## config.mk

```make
export PLATFORM = sky130hd
export DESIGN_NAME = ep_irq_clear_seq
export DESIGN_NICKNAME = d
export VERILOG_FILES = /design/src/rtl/ep_irq_pkg.sv /design/src/rtl/ep_msb_pick.sv /design/src/rtl/ep_status_bank.sv /design/src/rtl/ep_clear_fsm.sv /design/src/rtl/ep_irq_clear_seq.sv
export SDC_FILE = /design/constraint.sdc
export NUM_CORES = 1
export LEC_CHECK = 0
export ABC_AREA = 1
export BUFFER_PORTS_ARGS = -buffer_cell sky130_fd_sc_hd__clkbuf_2
export CORE_UTILIZATION = 28
export DETAILED_ROUTE_END_ITERATION = 8
export PLACE_DENSITY = 0.54
export SLEW_MARGIN = 20
export SYNTH_ARGS = -nofsm -noshare
export SYNTH_HDL_FRONTEND = slang
export SYNTH_SLANG_ARGS = --single-unit
```

## constraint.sdc

```tcl
create_clock -name clk -period 5.6 [get_ports clk]
set_input_delay 1.12 -clock clk [delete_from_list [all_inputs] [get_ports clk]]
set_output_delay 1.12 -clock clk [all_outputs]
set_load 0.01 [all_outputs]
```

## src/rtl/ep_irq_pkg.sv

```systemverilog
package ep_irq_pkg;

    typedef enum logic [1:0] {
        SEQ_IDLE  = 2'd0,
        SEQ_ISSUE = 2'd1,
        SEQ_WAIT  = 2'd2
    } seq_state_e;

endpackage

```

## src/rtl/ep_msb_pick.sv

```systemverilog
module ep_msb_pick #(
    parameter int N  = 32,
    parameter int IW = $clog2(N)
) (
    input  logic [N-1:0]  vec,
    output logic [IW-1:0] idx,
    output logic          any
);

    // Last match in ascending order wins: highest set bit
    always_comb begin
        idx = '0;
        for (int i = 0; i < N; i++) begin
            if (vec[i]) begin
                idx = IW'(i);
            end
        end
    end

    assign any = |vec;

endmodule

```

## src/rtl/ep_status_bank.sv

```systemverilog
module ep_status_bank #(
    parameter int N  = 32,
    parameter int IW = $clog2(N)
) (
    input  logic          clk,
    input  logic          rst_n,
    input  logic [N-1:0]  evt,
    input  logic [N-1:0]  route_en,
    input  logic          clr_fire,
    input  logic [IW-1:0] clr_idx,
    output logic [N-1:0]  status,
    output logic [N-1:0]  dma_st
);

    logic [N-1:0] status_q;
    logic [N-1:0] dma_q;

    for (genvar g = 0; g < N; g++) begin : g_ep
        localparam logic [IW-1:0] MY_IDX = IW'(g);
        logic hit;

        assign hit = clr_fire && (clr_idx == MY_IDX);

        // A fresh enabled event outranks a completing clear
        always_ff @(posedge clk) begin
            if (!rst_n) begin
                status_q[g] <= 1'b0;
                dma_q[g]    <= 1'b0;
            end else begin
                status_q[g] <= (status_q[g] & ~hit) | (evt[g] & route_en[g]);
                dma_q[g]    <= dma_q[g] | (evt[g] & ~route_en[g]);
            end
        end
    end

    assign status = status_q;
    assign dma_st = dma_q;

endmodule

```

## src/rtl/ep_clear_fsm.sv

```systemverilog
module ep_clear_fsm
    import ep_irq_pkg::*;
#(
    parameter int N  = 32,
    parameter int IW = $clog2(N),
    parameter int SW = 8
) (
    input  logic          clk,
    input  logic          rst_n,
    input  logic          clr_wr,
    input  logic [N-1:0]  clr_mask,
    output logic          eng_req,
    output logic [IW-1:0] eng_idx,
    input  logic          eng_ack,
    input  logic [SW-1:0] eng_status,
    output logic          done_fire,
    output logic [IW-1:0] done_idx,
    output logic          cmd_full,
    output logic [SW-1:0] cmd_data
);

    seq_state_e    state_q, state_d;
    logic [N-1:0]  pend_q, pend_d, done_mask, wr_bits;
    logic [IW-1:0] cur_q;
    logic [IW-1:0] nxt_idx;
    logic          nxt_any;
    logic          full_q;
    logic [SW-1:0] data_q;

    ep_msb_pick #(.N(N), .IW(IW)) u_pick (
        .vec (pend_d),
        .idx (nxt_idx),
        .any (nxt_any)
    );

    assign done_fire = (state_q == SEQ_WAIT) && eng_ack;
    assign done_mask = done_fire ? (N'(1) << cur_q) : '0;
    assign wr_bits   = clr_wr ? clr_mask : '0;
    assign pend_d    = (pend_q & ~done_mask) | wr_bits;

    // Next-state process
    always_comb begin
        state_d = state_q;
        unique case (state_q)
            SEQ_IDLE:  if (nxt_any) state_d = SEQ_ISSUE;
            SEQ_ISSUE: state_d = SEQ_WAIT;
            SEQ_WAIT:  if (eng_ack) state_d = nxt_any ? SEQ_ISSUE : SEQ_IDLE;
            default:   state_d = SEQ_IDLE;
        endcase
    end

    // State register process
    always_ff @(posedge clk) begin
        if (!rst_n) begin
            state_q <= SEQ_IDLE;
            pend_q  <= '0;
            cur_q   <= '0;
            full_q  <= 1'b0;
            data_q  <= '0;
        end else begin
            state_q <= state_d;
            pend_q  <= pend_d;
            if (state_d == SEQ_ISSUE && state_q != SEQ_ISSUE) begin
                cur_q <= nxt_idx;
            end
            if (|wr_bits) begin
                full_q <= 1'b0;
            end else if (done_fire && !nxt_any) begin
                full_q <= 1'b1;
            end
            if (done_fire) begin
                data_q <= eng_status;
            end
        end
    end

    // Output process
    always_comb begin
        eng_req  = (state_q == SEQ_ISSUE);
        eng_idx  = cur_q;
        done_idx = cur_q;
        cmd_full = full_q;
        cmd_data = data_q;
    end

endmodule

```

## src/rtl/ep_irq_clear_seq.sv

```systemverilog
module ep_irq_clear_seq #(
    parameter int NUM_EP = 32,
    parameter int STAT_W = 8,
    localparam int IW    = $clog2(NUM_EP)
) (
    input  logic              clk,
    input  logic              rst_n,
    input  logic              wr_en,
    input  logic              wr_sel,
    input  logic [NUM_EP-1:0] wr_data,
    input  logic [NUM_EP-1:0] ep_evt,
    input  logic              eng_ack,
    input  logic [STAT_W-1:0] eng_status,
    output logic              eng_req,
    output logic [IW-1:0]     eng_idx,
    output logic [NUM_EP-1:0] ep_int_status,
    output logic [NUM_EP-1:0] dma_req_status,
    output logic              irq,
    output logic              cmd_full,
    output logic [STAT_W-1:0] cmd_data
);

    logic [NUM_EP-1:0] route_q;
    logic              clr_wr;
    logic              done_fire;
    logic [IW-1:0]     done_idx;

    always_ff @(posedge clk) begin
        if (!rst_n) begin
            route_q <= '0;
        end else if (wr_en && !wr_sel) begin
            route_q <= wr_data;
        end
    end

    assign clr_wr = wr_en && wr_sel;

    ep_clear_fsm #(.N(NUM_EP), .IW(IW), .SW(STAT_W)) u_fsm (
        .clk        (clk),
        .rst_n      (rst_n),
        .clr_wr     (clr_wr),
        .clr_mask   (wr_data),
        .eng_req    (eng_req),
        .eng_idx    (eng_idx),
        .eng_ack    (eng_ack),
        .eng_status (eng_status),
        .done_fire  (done_fire),
        .done_idx   (done_idx),
        .cmd_full   (cmd_full),
        .cmd_data   (cmd_data)
    );

    ep_status_bank #(.N(NUM_EP), .IW(IW)) u_bank (
        .clk      (clk),
        .rst_n    (rst_n),
        .evt      (ep_evt),
        .route_en (route_q),
        .clr_fire (done_fire),
        .clr_idx  (done_idx),
        .status   (ep_int_status),
        .dma_st   (dma_req_status)
    );

    assign irq = |ep_int_status;

endmodule

```

==> impl_metrics.ini, run 1 <==
[sta]
hold_viol_final = 0
min_period_over_period_pct = 63.19
finalSetupViolCount = 0
clock.fmax_ghz = 0.2826
tns_ns = 0
grt_setup_unrepaired = no
fin_skew_ns = 0.009617
drv_slew = 0
final_period_minus_worst_setup_slack_ns = 3.539
slew-limit-headroom_pct = 35.59
max_slew.worst_pin.slew_ns = 0.9662

[detailed_routing]
drtPass1Iterations = 5
detail-route-antenna-nets = 0
wirelength_mm = 16.82
dr.first_iter.drc_count = 290
via_count = 5421
drc = 0
avgViaCountPerCell = 4.510
wire_per_inst_um = 13.99

[clock_tree]
clkTransAtPathRegs_ns = 0.06
holdBufCountCts = 0
tritoncts_num_sinks = 144
worst_skew_pair.late_latency_ns = 0.42
tritoncts = built
postCtsSetupBuffers = 0
cts-buffers-inserted = 17
clock_tree.root_cell = sky130_fd_sc_hd__clkbuf_16
cts-root-to-sink-buffers = 2
cts-htree-levels = 4
cts-resized-gates = 0

[placed_design]
io_buffer_count = 156
dpl.hpwl_mm = 12.87
numPlacedInstances = 1170
gp_routability_congestion = 0.8561

[critical_path]
timing.critical_path.slowest_cell_delay_ns = 0.49
timing.critical_path.mode_cell = sky130_fd_sc_hd__nand2_1
setup.worst_path.end_class = register
critical_path_fanouts_max = 21
timing_worst_setup_path_type = in -> reg
worst-endpoint-required_ns = 5.96
critPathSlowestCell = sky130_fd_sc_hd__inv_1
cp-start-kind = primary input
critical_path_arrival_ns = 3.90

[power_and_ir_drop]
ir_worst_vdd_mv = 0.2005
p_per_area_nw_per_um2 = 355.6
power.total_uw = 2621
power.static_leakage_uw = 0.003275

[floorplan]
io_pins = 157
die_width_um = 145.4
floorplan.die_area_sq_um = 21130
initial_utilization_pct = 28.53
core.rowCount = 52
core_outline_area_sq_um = 20170
chipHeight_um = 145.4

[finish]
layout_commonest_cell = sky130_fd_sc_hd__nand2_1
area_growth_from_synthesis_to_layout_pct = 28.09
drive_above_1_share_pct = 22.96
mostFrequentLayoutCells = sky130_fd_sc_hd__nand2_1 (164), sky130_fd_sc_hd__clkbuf_2 (156), sky130_fd_sc_hd__dfxtp_1 (144), sky130_fd_sc_hd__nor2_1 (127), sky130_fd_sc_hd__a21oi_1 (104)
final_net_count = 996
filler_free_cell_count_of_the_finished_design = 1202
antenna_cells = 0

[logic_synthesis]
synth_sequential_area_ratio_pct = 50.10
synthesis.area_sq_um = 5754
synth.ff_latch_count = 144
number_of_warning_messages_in_the_yosys_log = 0
syn-mean-instance-area_sq_um = 7.532
synth_cells = 764
synth_cell_types = 41
syn-num-nets = 841

[global_routing]
globalRoute.totalOverflow = 0
grt_antenna_before_repair = 0
grtUsageTotal_pct = 16.21
vias_in_the_first_global_route = 5014
grt_first_pass_wirelength_mm = 26.74
pin_count_of_the_biggest_net_entering_global_routing = 56

[run_status]
run_status = complete, no violations

[worst_hold_path]
hp-class = reg -> reg

[flow_run]
max_cap_violations = 0
-- cells in the mapped netlist --
cell | n | area [sq um]
sky130_fd_sc_hd__a211oi_1 | 1 | 7.510
sky130_fd_sc_hd__a21boi_0 | 1 | 7.510
sky130_fd_sc_hd__a21oi_1 | 104 | 520.5
sky130_fd_sc_hd__a21oi_2 | 1 | 8.760
sky130_fd_sc_hd__a21oi_4 | 1 | 16.27
sky130_fd_sc_hd__a221oi_2 | 1 | 15.01
sky130_fd_sc_hd__a22oi_1 | 15 | 112.6
sky130_fd_sc_hd__a22oi_2 | 3 | 37.54
sky130_fd_sc_hd__a22oi_4 | 1 | 21.27
sky130_fd_sc_hd__a31oi_1 | 1 | 6.260
sky130_fd_sc_hd__a41oi_1 | 1 | 8.760
sky130_fd_sc_hd__and2_1 | 1 | 6.260
sky130_fd_sc_hd__buf_2 | 1 | 5.000
sky130_fd_sc_hd__clkbuf_1 | 20 | 75.07
sky130_fd_sc_hd__clkbuf_8 | 4 | 55.05
sky130_fd_sc_hd__clkinv_1 | 2 | 7.510
sky130_fd_sc_hd__dfxtp_1 | 144 | 2883
sky130_fd_sc_hd__inv_1 | 81 | 304.0
sky130_fd_sc_hd__inv_2 | 3 | 11.26
sky130_fd_sc_hd__inv_4 | 1 | 6.260
sky130_fd_sc_hd__nand2_1 | 164 | 615.6
sky130_fd_sc_hd__nand2_2 | 2 | 12.51
sky130_fd_sc_hd__nand2_4 | 1 | 11.26
sky130_fd_sc_hd__nand3_1 | 1 | 5.000
sky130_fd_sc_hd__nand4_1 | 6 | 37.54
sky130_fd_sc_hd__nor2_1 | 127 | 476.7
sky130_fd_sc_hd__nor2_2 | 1 | 6.260
sky130_fd_sc_hd__nor2_4 | 1 | 11.26
sky130_fd_sc_hd__nor2_8 | 1 | 20.02
sky130_fd_sc_hd__nor3_1 | 4 | 20.02
sky130_fd_sc_hd__nor3_4 | 1 | 16.27
sky130_fd_sc_hd__nor4_1 | 9 | 56.30
sky130_fd_sc_hd__nor4_2 | 1 | 12.51
sky130_fd_sc_hd__nor4b_1 | 1 | 8.760
sky130_fd_sc_hd__nor4b_4 | 1 | 23.77
sky130_fd_sc_hd__o211ai_1 | 1 | 7.510
sky130_fd_sc_hd__o21a_1 | 2 | 15.01
sky130_fd_sc_hd__o21ai_0 | 47 | 235.2
sky130_fd_sc_hd__o31ai_1 | 2 | 15.01
sky130_fd_sc_hd__o41ai_1 | 3 | 26.28
sky130_fd_sc_hd__or2_2 | 1 | 6.260
-- flip-flops by register name, summed over array words and instances, names as in the netlist --
signal and flops:
u_fsm.done_idx 5, u_fsm.cmd_data 8, u_fsm.cmd_full 1, u_fsm.state_q 2, u_fsm.pend_q 32, u_bank.dma_st 32, route_q 32, u_bank.status 32
-- per-stage QoR --
stage	cell area (sq um)	worst slack (ns)	hold slack, ns	util [%]
3_3_place_gp	6775	1.627	0.4455	33.59
2_1_floorplan	5754	2.314	0.4363	-
3_5_place_dp	6775	1.654	0.4495	33.59
6_report	7371	2.061	0.4522	36.54
4_1_cts	7371	2.082	0.4603	36.54
5_1_grt	7371	1.700	0.4733	36.54
-- layer usage --
layer,part of all wire (%),vias to the layer above,GRT usage [%]
met5,0,-,0
met4,1.5,0,5.105
met3,5.0,16,4.263
met2,44,156,24.98
met1,49,2460,22.08
li1,-,2789,-
-- cell families after synthesis --
kind of cell    Yosys count  synth area share (%)
flops                   144                 50.10
compound gates          185                 18.44
buf+inv                 112                 8.067
simple gates            323                 23.40
-- worst paths after layout --
path,depth (start not counted),end,slack (ns),startpoint
worst max register to register,19,u_fsm.done_idx[1],2.53,u_fsm.state_q[1]
worst min register to register,2,u_bank.status[4],0.45,route_q[4]
worst max-delay path,32,u_fsm.done_idx[0],2.06,wr_en
worst min-delay path,2,u_bank.status[4],0.45,route_q[4]
-- final cells by class --
cell class / instances / area [sq um]
tap: 270 / 337.8
fill: 2213 / 12800
timing repair buffer: 161 / 818.3
sequential: 144 / 2883
clock buffer: 18 / 439.2
multi-input combinational: 508 / 2407
inverter: 87 / 329.1
clock inverter: 14 / 156.4
-- critical path, delay by kind of cell --
kind,cells,cell delay [ns]
simple gates,27,1.55
compound gates,2,0.26
buf+inv,3,0.96
-- power by group --
group / internal, uW / switching, uW
combinational: 124 / 215
clock: 674 / 474
sequential: 1090 / 41.0
Note: power is estimated with default switching activity, not from simulation.
==> inputs of run 2 (changes only) <==
--- a/config.mk
+++ b/config.mk
@@ -5,11 +5,11 @@
 export SDC_FILE = /design/constraint.sdc
 export NUM_CORES = 1
 export LEC_CHECK = 0
-export ABC_AREA = 1
+export ABC_AREA = 0
 export BUFFER_PORTS_ARGS = -buffer_cell sky130_fd_sc_hd__clkbuf_2
 export CORE_UTILIZATION = 28
 export DETAILED_ROUTE_END_ITERATION = 8
-export PLACE_DENSITY = 0.54
+export PLACE_DENSITY = 0.55
 export SLEW_MARGIN = 20
 export SYNTH_ARGS = -nofsm -noshare
 export SYNTH_HDL_FRONTEND = slang
==> constraint.sdc (replaced) <==
create_clock -name clk -period 3.06 [get_ports clk]
set_input_delay 0.612 -clock clk [delete_from_list [all_inputs] [get_ports clk]]
set_output_delay 0.612 -clock clk [all_outputs]
set_load 0.01 [all_outputs]
==> run 2 against run 1 <==
Compared with the run above:
- via count is 13% higher
- largest cell class is now multi-input combinational cells
- core utilization hardly changed
- synthesized cell count is 1.4% higher
- count of clock-buffer cells in the layout is 2 higher
- critical path type is now reg -> reg
- area after synthesis is 7.7% higher
- sequential cell count stayed put
- worst hold slack worse by 0.051 ns
==> impl_metrics.ini, run 2 <==
[logic_synthesis]
number_of_warning_messages_in_the_yosys_log = 0
syn-mean-instance-area_sq_um = 7.995
synthesis.area_sq_um = 6196
synth.top_cells.by_area = sky130_fd_sc_hd__dfxtp_1 (47%), sky130_fd_sc_hd__a21oi_1 (8.8%), sky130_fd_sc_hd__nand2_1 (8.1%), sky130_fd_sc_hd__nor2_1 (5.3%), sky130_fd_sc_hd__a22oi_1 (3.4%)
synth.ff_latch_count = 144
synth_sequential_area_ratio_pct = 46.53
syn-num-nets = 852
synth_async_sr_flop_share_pct = 0
synth_edf_count = 0
dominantRegCellSynth = sky130_fd_sc_hd__dfxtp_1
ys_top_cells_by_count = sky130_fd_sc_hd__dfxtp_1 (144), sky130_fd_sc_hd__nand2_1 (133), sky130_fd_sc_hd__a21oi_1 (109), sky130_fd_sc_hd__nor2_1 (87), sky130_fd_sc_hd__inv_1 (41)
netlist.top_cell.by_area = sky130_fd_sc_hd__dfxtp_1
yosys.area.top_type_share_pct = 46.53
synth_cell_types = 65
synthMostInstantiatedCell = sky130_fd_sc_hd__dfxtp_1
synth_cells = 775

[critical_path]
critical_path_fanouts_max = 15
timing_worst_setup_path_type = reg -> reg
cp-start-kind = register
setup.worst_path.end_class = register
critical_path_arrival_ns = 3.15
worst-endpoint-required_ns = 3.39

[detailed_routing]
wirelength_mm = 20.78
wire_per_inst_um = 16.99
detail-route-antenna-nets = 0
drc = 0
drtPass1Iterations = 5
via_count = 6099
avgViaCountPerCell = 4.987
dr.first_iter.drc_count = 381

[clock_tree]
clock_tree.root_cell = sky130_fd_sc_hd__clkbuf_16
tritoncts = built
cts-htree-levels = 4
cts-root-to-sink-buffers = 2
cts-resized-gates = 0
cts-buffers-inserted = 17
postCtsSetupBuffers = 0
holdBufCountCts = 0
clkTransAtPathRegs_ns = 0.06
worst_skew_pair.late_latency_ns = 0.42
tritoncts_num_sinks = 144

[sta]
max_slew.worst_pin.slew_ns = 0.5351
final_period_minus_worst_setup_slack_ns = 2.812
clock.fmax_ghz = 0.3557
min_period_over_period_pct = 91.88
fin_skew_ns = 0.007895
tns_ns = 0
worst_hold_slack_ns = 0.4014
grt_setup_unrepaired = no
slew-limit-headroom_pct = 64.00
hold_viol_final = 0
drv_slew = 0
finalSetupViolCount = 0

[finish]
final_net_count = 1007
mostFrequentLayoutCells = sky130_fd_sc_hd__clkbuf_2 (156), sky130_fd_sc_hd__dfxtp_1 (144), sky130_fd_sc_hd__nand2_1 (133), sky130_fd_sc_hd__a21oi_1 (109), sky130_fd_sc_hd__nor2_1 (87)
area_growth_from_synthesis_to_layout_pct = 28.29
antenna_cells = 0
layout_commonest_cell = sky130_fd_sc_hd__clkbuf_2
drive_above_1_share_pct = 24.39

[floorplan]
chipHeight_um = 150.8
core.rowCount = 54
core_outline_area_sq_um = 21760
die_width_um = 150.8
initial_utilization_pct = 28.48
floorplan.die_area_sq_um = 22730
io_pins = 157

[power_and_ir_drop]
p_per_area_nw_per_um2 = 635.4
power.static_leakage_uw = 0.003246
ir_worst_vdd_mv = 0.3295

[flow_run]
max_cap_violations = 0

[global_routing]
pin_count_of_the_biggest_net_entering_global_routing = 50
vias_in_the_first_global_route = 5675
grt_antenna_before_repair = 0
grtUsageTotal_pct = 18.56
grt_first_pass_wirelength_mm = 31.46
globalRoute.totalOverflow = 0

[placed_design]
io_buffer_count = 156
gp_routability_congestion = 0.8992
dpl.hpwl_mm = 15.34

[run_status]
run_status = complete, no violations

[worst_hold_path]
hp-class = in -> reg
-- run 2: worst max-delay path: stages, from the launching register on --
cell and delay, ns:
sky130_fd_sc_hd__dfxtp_1 0.64, sky130_fd_sc_hd__nand2b_1 0.36, sky130_fd_sc_hd__a211o_1 0.33, sky130_fd_sc_hd__a221o_1 0.33, sky130_fd_sc_hd__nor4b_2 0.29, sky130_fd_sc_hd__and3_1 0.39
sky130_fd_sc_hd__a211oi_1 0.14, sky130_fd_sc_hd__a221oi_2 0.24
-- run 2: power by group --
| group | total [uW] | leakage (uW) | internal [uW] | switching (uW) |
|---|---|---|---|---|
| logic | 788 | 0.00177 | 306 | 482 |
| registers | 2090 | 0.00118 | 1990 | 99.9 |
| clock network | 2170 | 0.000293 | 1330 | 845 |
-- run 2: layer usage --
metal | GRT usage (%) | vias up | share of wire [%]
met3 | 4.212 | 27 | 5.4
met2 | 29.45 | 211 | 46
met5 | 0 | - | 0
met4 | 6.150 | 0 | 1.7
li1 | - | 3039 | -
met1 | 24.70 | 2822 | 47
-- run 2: worst paths after layout --
kind	startpoint	to	slack, ns	depth (start not counted)
worst max-delay path	u_fsm.done_idx[3]	u_fsm.done_idx[0]	0.25	7
worst min register to register	u_fsm.cmd_data[1]	u_fsm.cmd_data[1]	0.45	2
worst max register to register	u_fsm.done_idx[3]	u_fsm.done_idx[0]	0.25	7
worst min-delay path	eng_status[7]	u_fsm.cmd_data[7]	0.40	3
-- run 2: logic make-up after synthesis --
| family | count (synthesis) | share of synthesized area [%] |
|---|---|---|
| compound gates | 236 | 24.50 |
| buf+inv | 87 | 5.876 |
| flops | 144 | 46.53 |
| simple gates | 308 | 23.10 |
-- run 2: final cells by class --
type | count | area (sq um)
fillers | 2355 | 13810
clock buffers | 20 | 456.7
clock inverters | 12 | 157.7
well taps | 280 | 350.3
repair buffers | 180 | 985.9
flip-flops and latches | 144 | 2883
multi-input cells | 544 | 2952
inverters | 43 | 163.9
-- run 2: through the flow --
stage               setup WS (ns)  utilization (%)  cells  cell area, sq um  total power [uW]
CTS                        0.2466            36.54   1223              7949              5095
global placement           0.1578            33.71   1191              7335              2914
finish                     0.2485            36.54   1223              7949              5050
floorplan                  0.5594                -    775              6196              2573
detailed placement         0.1453            33.71   1191              7335              2911
global route              0.03698            36.54   1223              7949              5284
